### src/rtl/hc_status_pkg.sv
package hc_status_pkg;
  localparam int SRC_N   = 6;
  localparam int B_XFER  = 0;
  localparam int B_ERR   = 1;
  localparam int B_PORT  = 2;
  localparam int B_ROLL  = 3;
  localparam int B_HSE   = 4;
  localparam int B_ADV   = 5;
  localparam int B_HALT  = 12;
  localparam int B_RECL  = 13;
  localparam int B_PER   = 14;
  localparam int B_ASY   = 15;
  localparam int N_SCHED = 2;
  typedef logic [SRC_N-1:0] src_vec_t;
endpackage

### src/rtl/hc_edge_events.sv
module hc_edge_events #(
  parameter int NUM_PORTS = 2,
  parameter int FIDX_W    = 14
) (
  input  logic                 clk_i,
  input  logic                 rst_ni,
  input  logic [NUM_PORTS-1:0] port_chg_i,
  input  logic [NUM_PORTS-1:0] port_local_i,
  input  logic [FIDX_W-1:0]    frindex_i,
  input  logic [1:0]           fl_size_i,
  input  logic                 doorbell_i,
  input  logic                 async_adv_i,
  output logic                 port_evt_o,
  output logic                 roll_evt_o,
  output logic                 adv_evt_o
);
  localparam int TOP_BIT = FIDX_W - 1;

  logic [NUM_PORTS-1:0] chg_q;
  logic [NUM_PORTS-1:0] rise;
  logic                 sel_bit, sel_q, armed_q;

  // wrap marker bit moves down one per size code step
  assign sel_bit = frindex_i[TOP_BIT - int'(fl_size_i)];

  for (genvar p = 0; p < NUM_PORTS; p++) begin : g_port
    assign rise[p] = port_chg_i[p] & ~chg_q[p] & port_local_i[p];
  end

  assign port_evt_o = |rise;
  assign roll_evt_o = sel_bit ^ sel_q;
  assign adv_evt_o  = armed_q & async_adv_i;

  always_ff @(posedge clk_i or negedge rst_ni) begin
    if (!rst_ni) begin
      chg_q   <= '0;
      sel_q   <= 1'b0;
      armed_q <= 1'b0;
    end else begin
      chg_q <= port_chg_i;
      sel_q <= sel_bit;
      if (doorbell_i)       armed_q <= 1'b1;
      else if (adv_evt_o)   armed_q <= 1'b0;
    end
  end
endmodule

### src/rtl/hc_sched_track.sv
module hc_sched_track #(
  parameter int DLY_W = 4
) (
  input  logic             clk_i,
  input  logic             rst_ni,
  input  logic             en_i,
  input  logic [DLY_W-1:0] dly_i,
  output logic             st_o
);
  logic [DLY_W-1:0] cnt_q;
  logic             st_q;

  always_ff @(posedge clk_i or negedge rst_ni) begin
    if (!rst_ni) begin
      cnt_q <= '0;
      st_q  <= 1'b0;
    end else if (en_i == st_q) begin
      cnt_q <= '0;
    end else if (cnt_q == dly_i) begin
      st_q  <= en_i;
      cnt_q <= '0;
    end else begin
      cnt_q <= cnt_q + 1'b1;
    end
  end

  assign st_o = st_q;
endmodule

### src/rtl/hc_halt_track.sv
module hc_halt_track #(
  parameter int HALT_CYC = 4
) (
  input  logic clk_i,
  input  logic rst_ni,
  input  logic run_i,
  output logic halted_o
);
  localparam int CNT_W = $clog2(HALT_CYC) + 1;
  localparam logic [CNT_W-1:0] LAST = CNT_W'(HALT_CYC - 1);

  logic [CNT_W-1:0] cnt_q;
  logic             halted_q;

  always_ff @(posedge clk_i or negedge rst_ni) begin
    if (!rst_ni) begin
      cnt_q    <= '0;
      halted_q <= 1'b1;
    end else if (run_i) begin
      cnt_q    <= '0;
      halted_q <= 1'b0;
    end else if (!halted_q) begin
      if (cnt_q == LAST) halted_q <= 1'b1;
      else               cnt_q    <= cnt_q + 1'b1;
    end
  end

  assign halted_o = halted_q;
endmodule

### src/rtl/hc_status_reg.sv
module hc_status_reg
  import hc_status_pkg::*;
#(
  parameter int NUM_PORTS = 2,
  parameter int FIDX_W    = 14,
  parameter int DLY_W     = 4,
  parameter int HALT_CYC  = 4
) (
  input  logic                 clk_i,
  input  logic                 rst_ni,
  input  logic                 wr_en_i,
  input  logic                 wr_addr_i,
  input  logic [31:0]          wr_data_i,
  input  logic                 rd_addr_i,
  output logic [31:0]          rd_data_o,
  input  logic                 evt_ioc_i,
  input  logic                 evt_short_i,
  input  logic                 evt_err_i,
  input  logic                 evt_hse_i,
  input  logic                 doorbell_i,
  input  logic                 async_adv_i,
  input  logic [NUM_PORTS-1:0] port_chg_i,
  input  logic [NUM_PORTS-1:0] port_local_i,
  input  logic [FIDX_W-1:0]    frindex_i,
  input  logic [1:0]           fl_size_i,
  input  logic                 run_i,
  input  logic                 per_en_i,
  input  logic                 asy_en_i,
  input  logic [DLY_W-1:0]     sched_dly_i,
  input  logic                 reclaim_i,
  output logic                 run_clr_o,
  output logic                 irq_o
);
  src_vec_t sts_q, ien_q, set_vec, clr_vec;
  logic     irq_q, run_clr_q;
  logic     port_evt, roll_evt, adv_evt, halted;
  logic [N_SCHED-1:0] sched_en, sched_st;

  hc_edge_events #(.NUM_PORTS(NUM_PORTS), .FIDX_W(FIDX_W)) u_evt (
    .clk_i, .rst_ni, .port_chg_i, .port_local_i, .frindex_i, .fl_size_i,
    .doorbell_i, .async_adv_i,
    .port_evt_o(port_evt), .roll_evt_o(roll_evt), .adv_evt_o(adv_evt)
  );

  hc_halt_track #(.HALT_CYC(HALT_CYC)) u_halt (
    .clk_i, .rst_ni, .run_i, .halted_o(halted)
  );

  assign sched_en = {asy_en_i, per_en_i};
  for (genvar s = 0; s < N_SCHED; s++) begin : g_sched
    hc_sched_track #(.DLY_W(DLY_W)) u_trk (
      .clk_i, .rst_ni, .en_i(sched_en[s]), .dly_i(sched_dly_i), .st_o(sched_st[s])
    );
  end

  always_comb begin
    set_vec         = '0;
    set_vec[B_XFER] = evt_ioc_i | evt_short_i;
    set_vec[B_ERR]  = evt_err_i;
    set_vec[B_PORT] = port_evt;
    set_vec[B_ROLL] = roll_evt;
    set_vec[B_HSE]  = evt_hse_i;
    set_vec[B_ADV]  = adv_evt;
  end

  assign clr_vec = (wr_en_i && !wr_addr_i) ? wr_data_i[SRC_N-1:0] : '0;

  always_ff @(posedge clk_i or negedge rst_ni) begin
    if (!rst_ni) begin
      sts_q     <= '0;
      ien_q     <= '0;
      irq_q     <= 1'b0;
      run_clr_q <= 1'b0;
    end else begin
      sts_q     <= (sts_q & ~clr_vec) | set_vec;
      if (wr_en_i && wr_addr_i) ien_q <= wr_data_i[SRC_N-1:0];
      irq_q     <= |(sts_q & ien_q);
      run_clr_q <= evt_hse_i;
    end
  end

  always_comb begin
    rd_data_o = '0;
    if (rd_addr_i) begin
      rd_data_o[SRC_N-1:0] = ien_q;
    end else begin
      rd_data_o[SRC_N-1:0] = sts_q;
      rd_data_o[B_HALT]    = halted & ~run_i;
      rd_data_o[B_RECL]    = reclaim_i;
      rd_data_o[B_PER]     = sched_st[0];
      rd_data_o[B_ASY]     = sched_st[1];
    end
  end

  assign run_clr_o = run_clr_q;
  assign irq_o     = irq_q;
endmodule

### config.mk
export PLATFORM = sky130hd
export DESIGN_NAME = hc_status_reg
export DESIGN_NICKNAME = d
export VERILOG_FILES = /design/src/rtl/hc_status_pkg.sv /design/src/rtl/hc_edge_events.sv /design/src/rtl/hc_sched_track.sv /design/src/rtl/hc_halt_track.sv /design/src/rtl/hc_status_reg.sv
export SDC_FILE = /design/constraint.sdc
export NUM_CORES = 1
export LEC_CHECK = 0
export ABC_AREA = 1
export ABC_CLOCK_PERIOD_IN_PS = 1410
export BUFFER_PORTS_ARGS = -buffer_cell sky130_fd_sc_hd__buf_4
export CAP_MARGIN = 20
export CELL_PAD_IN_SITES_DETAIL_PLACEMENT = 2
export CELL_PAD_IN_SITES_GLOBAL_PLACEMENT = 2
export CORE_MARGIN = 10
export CORE_UTILIZATION = 22
export CTS_CLUSTER_DIAMETER = 80
export CTS_CLUSTER_SIZE = 28
export DETAILED_ROUTE_END_ITERATION = 6
export PLACE_DENSITY_LB_ADDON = 0.1
export SLEW_MARGIN = 25
export SYNTH_ARGS = -nofsm -noshare
export SYNTH_HDL_FRONTEND = slang
export SYNTH_SLANG_ARGS = --single-unit
### constraint.sdc
create_clock -name clk_i -period 1.41 [get_ports clk_i]
set_input_delay 0.0705 -clock clk_i [delete_from_list [all_inputs] [get_ports clk_i]]
set_output_delay 0.0705 -clock clk_i [all_outputs]
set_load 0.01 [all_outputs]
==> flow_summary.ini, run 1 <==
[yosys]
syn_area_mm2 = 0.001764
yosysSeqAreaShare_pct = 45.46
ys_ff_latch = 32
synth_top_family_by_area = simple AND/OR/NAND/NOR gates
avgSynthCellArea_um2 = 7.983
synthCells = 221
yosys-mux-area-fraction_pct = 0.6383
synth_top_cell_by_area = dfrtp_1
synth_cell_types = 25
yosys_warnings = 0
synthTopCellsByArea = dfrtp_1 44%, nand2_1 12%, buf_4 9.4%
synth_xor_area_share_pct = 2.979
synthAdderAreaFrac_pct = 2.837
synth-compound-area-share_pct = 9.149
yosys.area_share.simple_pct = 21.13
synth_top_area_share_pct = 43.97

[timing]
fin_crit_sh_pct = 91.56
slew_viol_final = 0
clock_skew_ns = 0.005029
hold_violations = 0
setup_viol = 0
fmax_mhz = 774.6
rsz0062_at_grt = no
tns_ns = 0
fin_crit_ns = 1.291

[route]
ant_nets = 0
wl_um = 4682
wire_per_inst_um = 12.16
drtPass1Iterations = 2
drc = 0
num_vias = 1514
drt_iter0_markers = 25
post_drt_via_cell_ratio = 3.932

[worst_setup_path]
cp.required_ns = 1.58
start_kind = flop
worst-setup-path-type = reg2reg
endpoint_kind = flop
critPathMaxFanout = 3
cp_data_arrival_time_ns = 1.46

[cts]
clockBufferDepth = 2
insertion_delay_ns = 0.28
clock-sinks = 32
clkTransAtPathRegs_ns = 0.06
tritoncts = yes
htreeDepth = 2
cts_buffers = 5
cts-root-buf = clkbuf_8

[placed_design]
place_hpwl_um = 3815
io_buffers = 46
gp_congestion = 0.6669

[power_and_ir_drop]
p_sw_share_pct = 33.58
power_uw = 2849
p_comb_share_pct = 30.8
clkPwrFrac_pct = 25.4
switchingPower_uw = 956.6
ir_worst_vdd_v = 0.0004551
leakage_uw = 0.001260
p_seq_share_pct = 43.7
power.internal_uw = 1892
power.density_mw_per_mm2 = 1213

[global_routing]
grt_max_degree = 33
grt_antenna_before_repair = 0
grt_pass1_vias = 1704
grt_pass1_wl_um = 7755
grt.overflow.total = 0
grt_use_total_pct = 8.149

[layout]
mostFrequentLayoutCells = 55 x nand2_1, 48 x buf_4, 32 x inv_1
final_net_count = 357
layout_commonest_cell = nand2_1
drive_gt1_share_pct = 25.44
area_growth_pct = 33.12
diodes = 0

[hold_path]
hp-class = in2reg

[die]
floorplan.initialDensity_pct = 22.71
core-area_mm2 = 0.007767
dieArea_mm2 = 0.01200
ios = 105
die_h_um = 109.6
die_w_um = 109.6
std_cell_rows = 32

[flow_run]
drv_cap = 0

[run_status]
outcome = complete, no violations
==> sequential cells by signal, indices dropped and copies added (netlist names) <==
register / cells
g_sched.u_trk.cnt_q: 8
u_halt.cnt_q: 3
u_evt.chg_q: 2
run_clr_o: 1
u_halt.halted_o: 1
ien_q: 6
g_sched.u_trk.st_o: 2
irq_o: 1
u_evt.armed_q: 1
sts_q: 6
u_evt.sel_q: 1
==> worst paths after layout <==
check	end	cells past startpoint	slack [ns]	start
min in group asynchronous	ien_q[0]	2	0.27	rst_ni
max reg2reg	u_halt.cnt_q[0]	6	0.12	u_halt.cnt_q[0]
min reg2reg	sts_q[2]	1	0.46	u_evt.chg_q[1]
max in group asynchronous	u_halt.halted_o	2	0.80	rst_ni
max	u_halt.cnt_q[0]	6	0.12	u_halt.cnt_q[0]
min	sts_q[5]	3	0.01	async_adv_i
==> worst max-delay path, stage by stage (launching register included) <==
cell and delay, ns:
dfrtp_1 0.38, ha_1 0.21, ha_2 0.20, nor2_4 0.12, buf_4 0.12, a21oi_1 0.05
o21a_1 0.10
==> power groups by stage <==
stage	registers (uW)	clock network, uW	logic, uW
global route	1290	800	1040
CTS	1250	754	881
detailed placement	1270	0	851
finish	1250	725	879
global placement	1270	0	823
floorplan	1230	0	581
==> final cells by class <==
type,instances,area [um^2]
clock buffers,6,82.58
clock inverters,2,10.01
fillers,936,5419
inverters,36,135.1
multi-input cells,150,740.7
flip-flops and latches,32,802.0
well taps,102,127.6
repair buffers,57,450.4
==> cells in the mapped netlist <==
master and instances:
a21o_1 1, a21oi_1 2, a22o_1 3, buf_2 2, buf_4 22, conb_1 1, dfrtp_1 31, dfstp_2 1
ha_1 4, inv_1 33, inv_2 3, mux2_2 1, nand2_1 55, nand2_2 4, nand3_1 6, nand3b_1 2
nor2_1 19, nor2_2 4, o211ai_1 1, o21a_1 1, o21ai_0 16, o21bai_1 2, o31ai_1 1, xnor2_1 2
xor2_1 4
==> metal layers <==
metal | wire length [um] | vias up | track usage [%] | part of all wire (%)
met3 | 390 | 7 | 3.569 | 8.3
li1 | - | 751 | - | -
met2 | 2468 | 36 | 15.33 | 53
met4 | 64 | 0 | 2.788 | 1.4
met1 | 1759 | 720 | 7.687 | 38
met5 | 0 | - | 0 | 0
==> cell families after synthesis <==
kind of cell / after synthesis
other: 1
and+or+nand+nor: 90
AOI/OAI and AO/OA: 27
muxes: 1
xor gates and xnor gates: 6
buffers and inverters: 60
adders and majority gates: 4
DFF: 32
==> metrics by stage <==
| step | hold WS [ns] | cell area [um^2] | std cells | utilization [%] | worst slack (ns) |
|---|---|---|---|---|---|
| 2_1_floorplan | -0.2251 | 1843 | 242 | - | 0.1230 |
| 3_3_place_gp | 0.05549 | 2148 | 367 | 27.66 | 0.09193 |
| 3_5_place_dp | 0.04493 | 2148 | 367 | 27.66 | 0.06023 |
| 4_1_cts | 0.004062 | 2331 | 384 | 30.01 | 0.01981 |
| 5_1_grt | 0.05418 | 2349 | 385 | 30.24 | 0.02051 |
| 6_report | 0.01135 | 2349 | 385 | 30.24 | 0.1190 |
==> what timing repair did <==
item                                   CTS  global route
buffers inserted                         0             1
hold buffers                             9             0
endpoints found under the hold margin   38             0
setup endpoints to repair                0             3
resized for setup                        0             4
Power figures use the tool's default switching activity.
==> run 2, diff against run 1 <==
--- a/config.mk
+++ b/config.mk
@@ -17,6 +17,7 @@
 export CTS_CLUSTER_SIZE = 28
 export DETAILED_ROUTE_END_ITERATION = 6
 export PLACE_DENSITY_LB_ADDON = 0.1
+export REMOVE_ABC_BUFFERS = 1
 export SLEW_MARGIN = 25
 export SYNTH_ARGS = -nofsm -noshare
 export SYNTH_HDL_FRONTEND = slang
==> run 2 against run 1 <==
Clock power rose by 24%. Die area stayed put. Cell count rose by 0.26%. Global-route usage is 0.45 points higher. First-iteration DRC count up 56%. Critical endpoint is now u_halt.cnt_q[2]. Largest cell class unchanged. Highest routed layer unchanged.
==> flow_summary.ini, run 2 (same netlist as run 1, synthesis figures left out) <==
[global_routing]
grt_pass1_wl_um = 8211
grt.overflow.total = 0
grt_max_degree = 33
grt_pass1_vias = 1727
grt_use_total_pct = 8.596
grt_antenna_before_repair = 0

[timing]
slew_viol_final = 0
fin_crit_ns = 1.269
setup_viol = 0
clock_skew_ns = 0.006771
hold_violations = 0
fin_crit_sh_pct = 89.99
tns_ns = 0
fmax_mhz = 788.1
rsz0062_at_grt = no

[worst_setup_path]
cp.required_ns = 1.58
critPathMaxFanout = 3
start_kind = flop
worst-setup-path-type = reg2reg
endpoint_kind = flop
cp_data_arrival_time_ns = 1.44

[cts]
clockBufferDepth = 2
htreeDepth = 2
clock-sinks = 32
tritoncts = yes
clkTransAtPathRegs_ns = 0.07
cts-root-buf = clkbuf_8
insertion_delay_ns = 0.29
cts_buffers = 5

[die]
dieArea_mm2 = 0.01200
die_w_um = 109.6
std_cell_rows = 32
ios = 105
core-area_mm2 = 0.007767
floorplan.initialDensity_pct = 22.71
die_h_um = 109.6

[route]
drt_iter0_markers = 39
wire_per_inst_um = 12.71
post_drt_via_cell_ratio = 3.972
drc = 0
wl_um = 4905
num_vias = 1533
drtPass1Iterations = 4
ant_nets = 0

[layout]
diodes = 0
drive_gt1_share_pct = 25.00
final_net_count = 358
seq_area_um2 = 802.0
mostFrequentLayoutCells = 55 x nand2_1, 49 x buf_4, 33 x inv_1
layout_commonest_cell = nand2_1
largest_register_ffs = 8
nFillCells = 916
area_growth_pct = 34.18
fin_area_mm2 = 0.002367
multi_input_area_um2 = 733.2
reg_top3 = g_sched.u_trk.cnt_q (8), ien_q (6), sts_q (6)
regMostFlops = g_sched.u_trk.cnt_q

[placed_design]
io_buffers = 46
dpl_cell_area_mm2 = 0.002156
place_hpwl_um = 3969
gp_congestion = 0.6852

[power_and_ir_drop]
power.density_mw_per_mm2 = 1271
ir_worst_vdd_v = 0.0003886
leakage_uw = 0.001270

[flow_run]
drv_cap = 0

[run_status]
outcome = complete, no violations

[hold_path]
hp-class = in2reg
-- run 2: cell types whose count changed in the layout (fill, tap and decap cells not counted), sizes merged --
cell      before  now
clkinvlp       0    1
clkinv         2    1
bufinv         0    1
clkbuf         6    5
buf           48   49
-- run 2: timing repair --
action	4_1_cts	5_1_grt
setup buffers	0	1
resized for setup	0	1
endpoints found under the setup margin	0	3
hold endpoints to repair	39	0
hold buffers	9	0
-- run 2: critical path, stage by stage (launching register included) --
cell	delay, ns
dfrtp_1	0.39
ha_1	0.20
ha_1	0.18
nor2_2	0.10
inv_1	0.08
nand2_1	0.06
inv_1	0.04
nand2_1	0.05
o31ai_1	0.06
-- run 2: final cells by class --
| class | count | share of cell area (%) |
|---|---|---|
| flip-flops and latches | 32 | 33.88 |
| well taps | 102 | 5.391 |
| repair buffers | 58 | 19.34 |
| clock buffers | 5 | 2.907 |
| clock inverters | 3 | 1.797 |
| multi-input cells | 150 | 30.97 |
| inverters | 36 | 5.708 |
-- run 2: path summary, 6_finish.rpt --
check                                        to  slack [ns]  cells after the start       startpoint
max in group asynchronous       u_halt.halted_o        0.80                      2           rst_ni
worst max-delay path            u_halt.cnt_q[2]        0.14                      8  u_halt.cnt_q[0]
min in group asynchronous              ien_q[0]        0.27                      2           rst_ni
worst max register to register  u_halt.cnt_q[2]        0.14                      8  u_halt.cnt_q[0]
worst min register to register         sts_q[2]        0.46                      1   u_evt.chg_q[1]
worst min-delay path                   sts_q[5]        0.01                      3      async_adv_i
-- run 2: per-stage QoR --
stage / utilization, % / hold slack, ns / power, uW / setup slack [ns] / std cells
3_5_place_dp: 27.75 / 0.05137 / 2127 / 0.08749 / 368
5_1_grt: 30.48 / 0.01355 / 3281 / 0.02532 / 386
2_1_floorplan: - / -0.2251 / 1760 / 0.1230 / 218
3_3_place_gp: 27.75 / 0.05845 / 2098 / 0.08386 / 368
4_1_cts: 30.35 / 0.009008 / 3069 / 0.07196 / 385
6_report: 30.48 / 0.01284 / 3008 / 0.1412 / 386
-- run 2: power by group --
group          internal, uW  switching (uW)  total, uW
registers              1090             157       1250
logic                   403             459        861
clock network           523             373        896
-- run 2: metal layers --
metal	track usage, %	wire length (um)	part of all wire, %
met3	3.394	391	8.0
met1	9.138	1937	39
met2	15.25	2520	51
met5	0	0	0
met4	2.788	56	1.1
==> run 3, diff against run 2 <==
--- a/config.mk
+++ b/config.mk
@@ -12,7 +12,8 @@
 export CELL_PAD_IN_SITES_DETAIL_PLACEMENT = 2
 export CELL_PAD_IN_SITES_GLOBAL_PLACEMENT = 2
 export CORE_MARGIN = 10
-export CORE_UTILIZATION = 22
+export CORE_UTILIZATION = 23
+export CTS_BUF_LIST = sky130_fd_sc_hd__clkbuf_4
 export CTS_CLUSTER_DIAMETER = 80
 export CTS_CLUSTER_SIZE = 28
 export DETAILED_ROUTE_END_ITERATION = 6
==> run 3 against run 2 <==
Highest routed layer unchanged. Die area down 3.6%. Utilization is 1.6 points higher. Largest power group unchanged. Routed wire length is 0.10% lower. First-iteration DRC count fell by 31%. Non-clock buffer count grew 6. Global-route usage grew 0.49 points. Register-to-register slack got worse by 0.02 ns. Design area decreased by 0.16%. Critical path depth decreased by 2. Via count grew 3.5%.
==> flow_summary.ini, run 3 (same netlist as run 1, synthesis figures left out) <==
[die]
floorplan.initialDensity_pct = 23.94
dieArea_mm2 = 0.01157
die_h_um = 107.6
die_w_um = 107.6
core-area_mm2 = 0.007370
ios = 105
std_cell_rows = 31

[global_routing]
grt_pass1_vias = 1788
grt_max_degree = 33
grt_pass1_wl_um = 8514
grt.overflow.total = 0
grt_antenna_before_repair = 0
grt_use_total_pct = 9.089

[placed_design]
place_inst = 365
dpl_cell_area_mm2 = 0.002152
place_hpwl_um = 3976
io_buffers = 46
gp_congestion = 0.7135

[cts]
cts_buffers = 5
cts-root-buf = clkbuf_4
clkTransAtPathRegs_ns = 0.10
htreeDepth = 2
insertion_delay_ns = 0.33
clockBufferDepth = 2
tritoncts = yes
clock-sinks = 32

[worst_setup_path]
start_kind = flop
cp_data_arrival_time_ns = 1.52
critPathMaxFanout = 3
cp.required_ns = 1.64
worst-setup-path-type = reg2reg
r2r_slack_ns = 0.13
endpoint_kind = flop

[hold_path]
hp-class = in2reg

[route]
drt_iter0_markers = 27
wire_per_inst_um = 12.60
drtPass1Iterations = 3
ant_nets = 0
num_vias = 1586
drc = 0
post_drt_via_cell_ratio = 4.077
wl_um = 4900

[timing]
tns_ns = 0
fmax_mhz = 778.8
slew_viol_final = 0
hold_violations = 0
fin_crit_sh_pct = 91.06
clock_skew_ns = 0.007073
fin_crit_ns = 1.284
setup_viol = 0
rsz0062_at_grt = no

[power_and_ir_drop]
leakage_uw = 0.001271
ir_worst_vdd_v = 0.0004306
power.density_mw_per_mm2 = 1121
p_sw_share_pct = 36.07
p_comb_share_pct = 33.5
p_seq_share_pct = 47.1
power_uw = 2650
switchingPower_uw = 955.8
power.internal_uw = 1694
clkPwrFrac_pct = 19.3

[run_status]
outcome = complete, no violations

[layout]
layout_commonest_cell = nand2_1
diodes = 0
reg_top3 = g_sched.u_trk.cnt_q (8), ien_q (6), sts_q (6)
regMostFlops = g_sched.u_trk.cnt_q
final_net_count = 364
fin_area_mm2 = 0.002364
drive_gt1_share_pct = 24.48
area_growth_pct = 33.97
final_util_pct = 32.07
largest_register_ffs = 8
mostFrequentLayoutCells = 55 x nand2_1, 49 x buf_4, 32 x inv_1
fin_cells = 389

[flow_run]
drv_cap = 0
## run 3: path summary, 6_finish.rpt
check | cells after the start | to | from
max in group asynchronous | 2 | u_halt.halted_o | rst_ni
worst min-delay path | 3 | ien_q[3] | wr_data_i[3]
worst max-delay path | 6 | u_halt.cnt_q[0] | u_halt.cnt_q[0]
worst max register to register | 6 | u_halt.cnt_q[0] | u_halt.cnt_q[0]
min in group asynchronous | 2 | g_sched[1].u_trk.cnt_q[1] | rst_ni
worst min register to register | 1 | sts_q[2] | u_evt.chg_q[1]
## run 3: metrics by stage
step,worst slack [ns],hold slack [ns]
global route,0.007249,0.02661
CTS,0.05643,0.0004354
detailed placement,0.07998,0.05416
global placement,0.08953,0.05606
finish,0.1260,0.01627
floorplan,0.1230,-0.2251
## run 3: power by group through the flow
stage          Combinational [uW]  Clock, uW  Sequential (uW)
3_3_place_gp                  823          0             1270
5_1_grt                      1050        597             1290
2_1_floorplan                 531          0             1230
3_5_place_dp                  856          0             1270
6_report                      889        513             1250
4_1_cts                       893        554             1260
## run 3: area by class of cell
type,instances,area (um^2)
Inverter,36,135.1
Multi-Input combinational cell,150,733.2
Tap cell,99,123.9
Fill cell,899,5006
Timing Repair Buffer,64,518.0
Clock buffer,5,37.54
Sequential cell,32,802.0
Clock inverter,3,13.76
## run 3: timing repair
item	4_1_cts	5_1_grt
gates resized for setup	0	2
hold buffers	14	1
setup endpoints to repair	0	2
endpoints found under the hold margin	45	1
setup buffers	0	1
## run 3: per-layer routing
metal,track usage [%],vias up,wire length (um)
met2,16.52,39,2636
met1,9.439,774,1900
met3,3.353,7,306
met5,0,-,0
li1,-,766,-
met4,2.863,0,57
## run 3: critical path, stage by stage, from the launching register on
cell     delay, ns
dfrtp_1       0.40
ha_1          0.20
ha_1          0.19
nor2_2        0.12
buf_4         0.13
a21oi_1       0.05
o21a_1        0.10
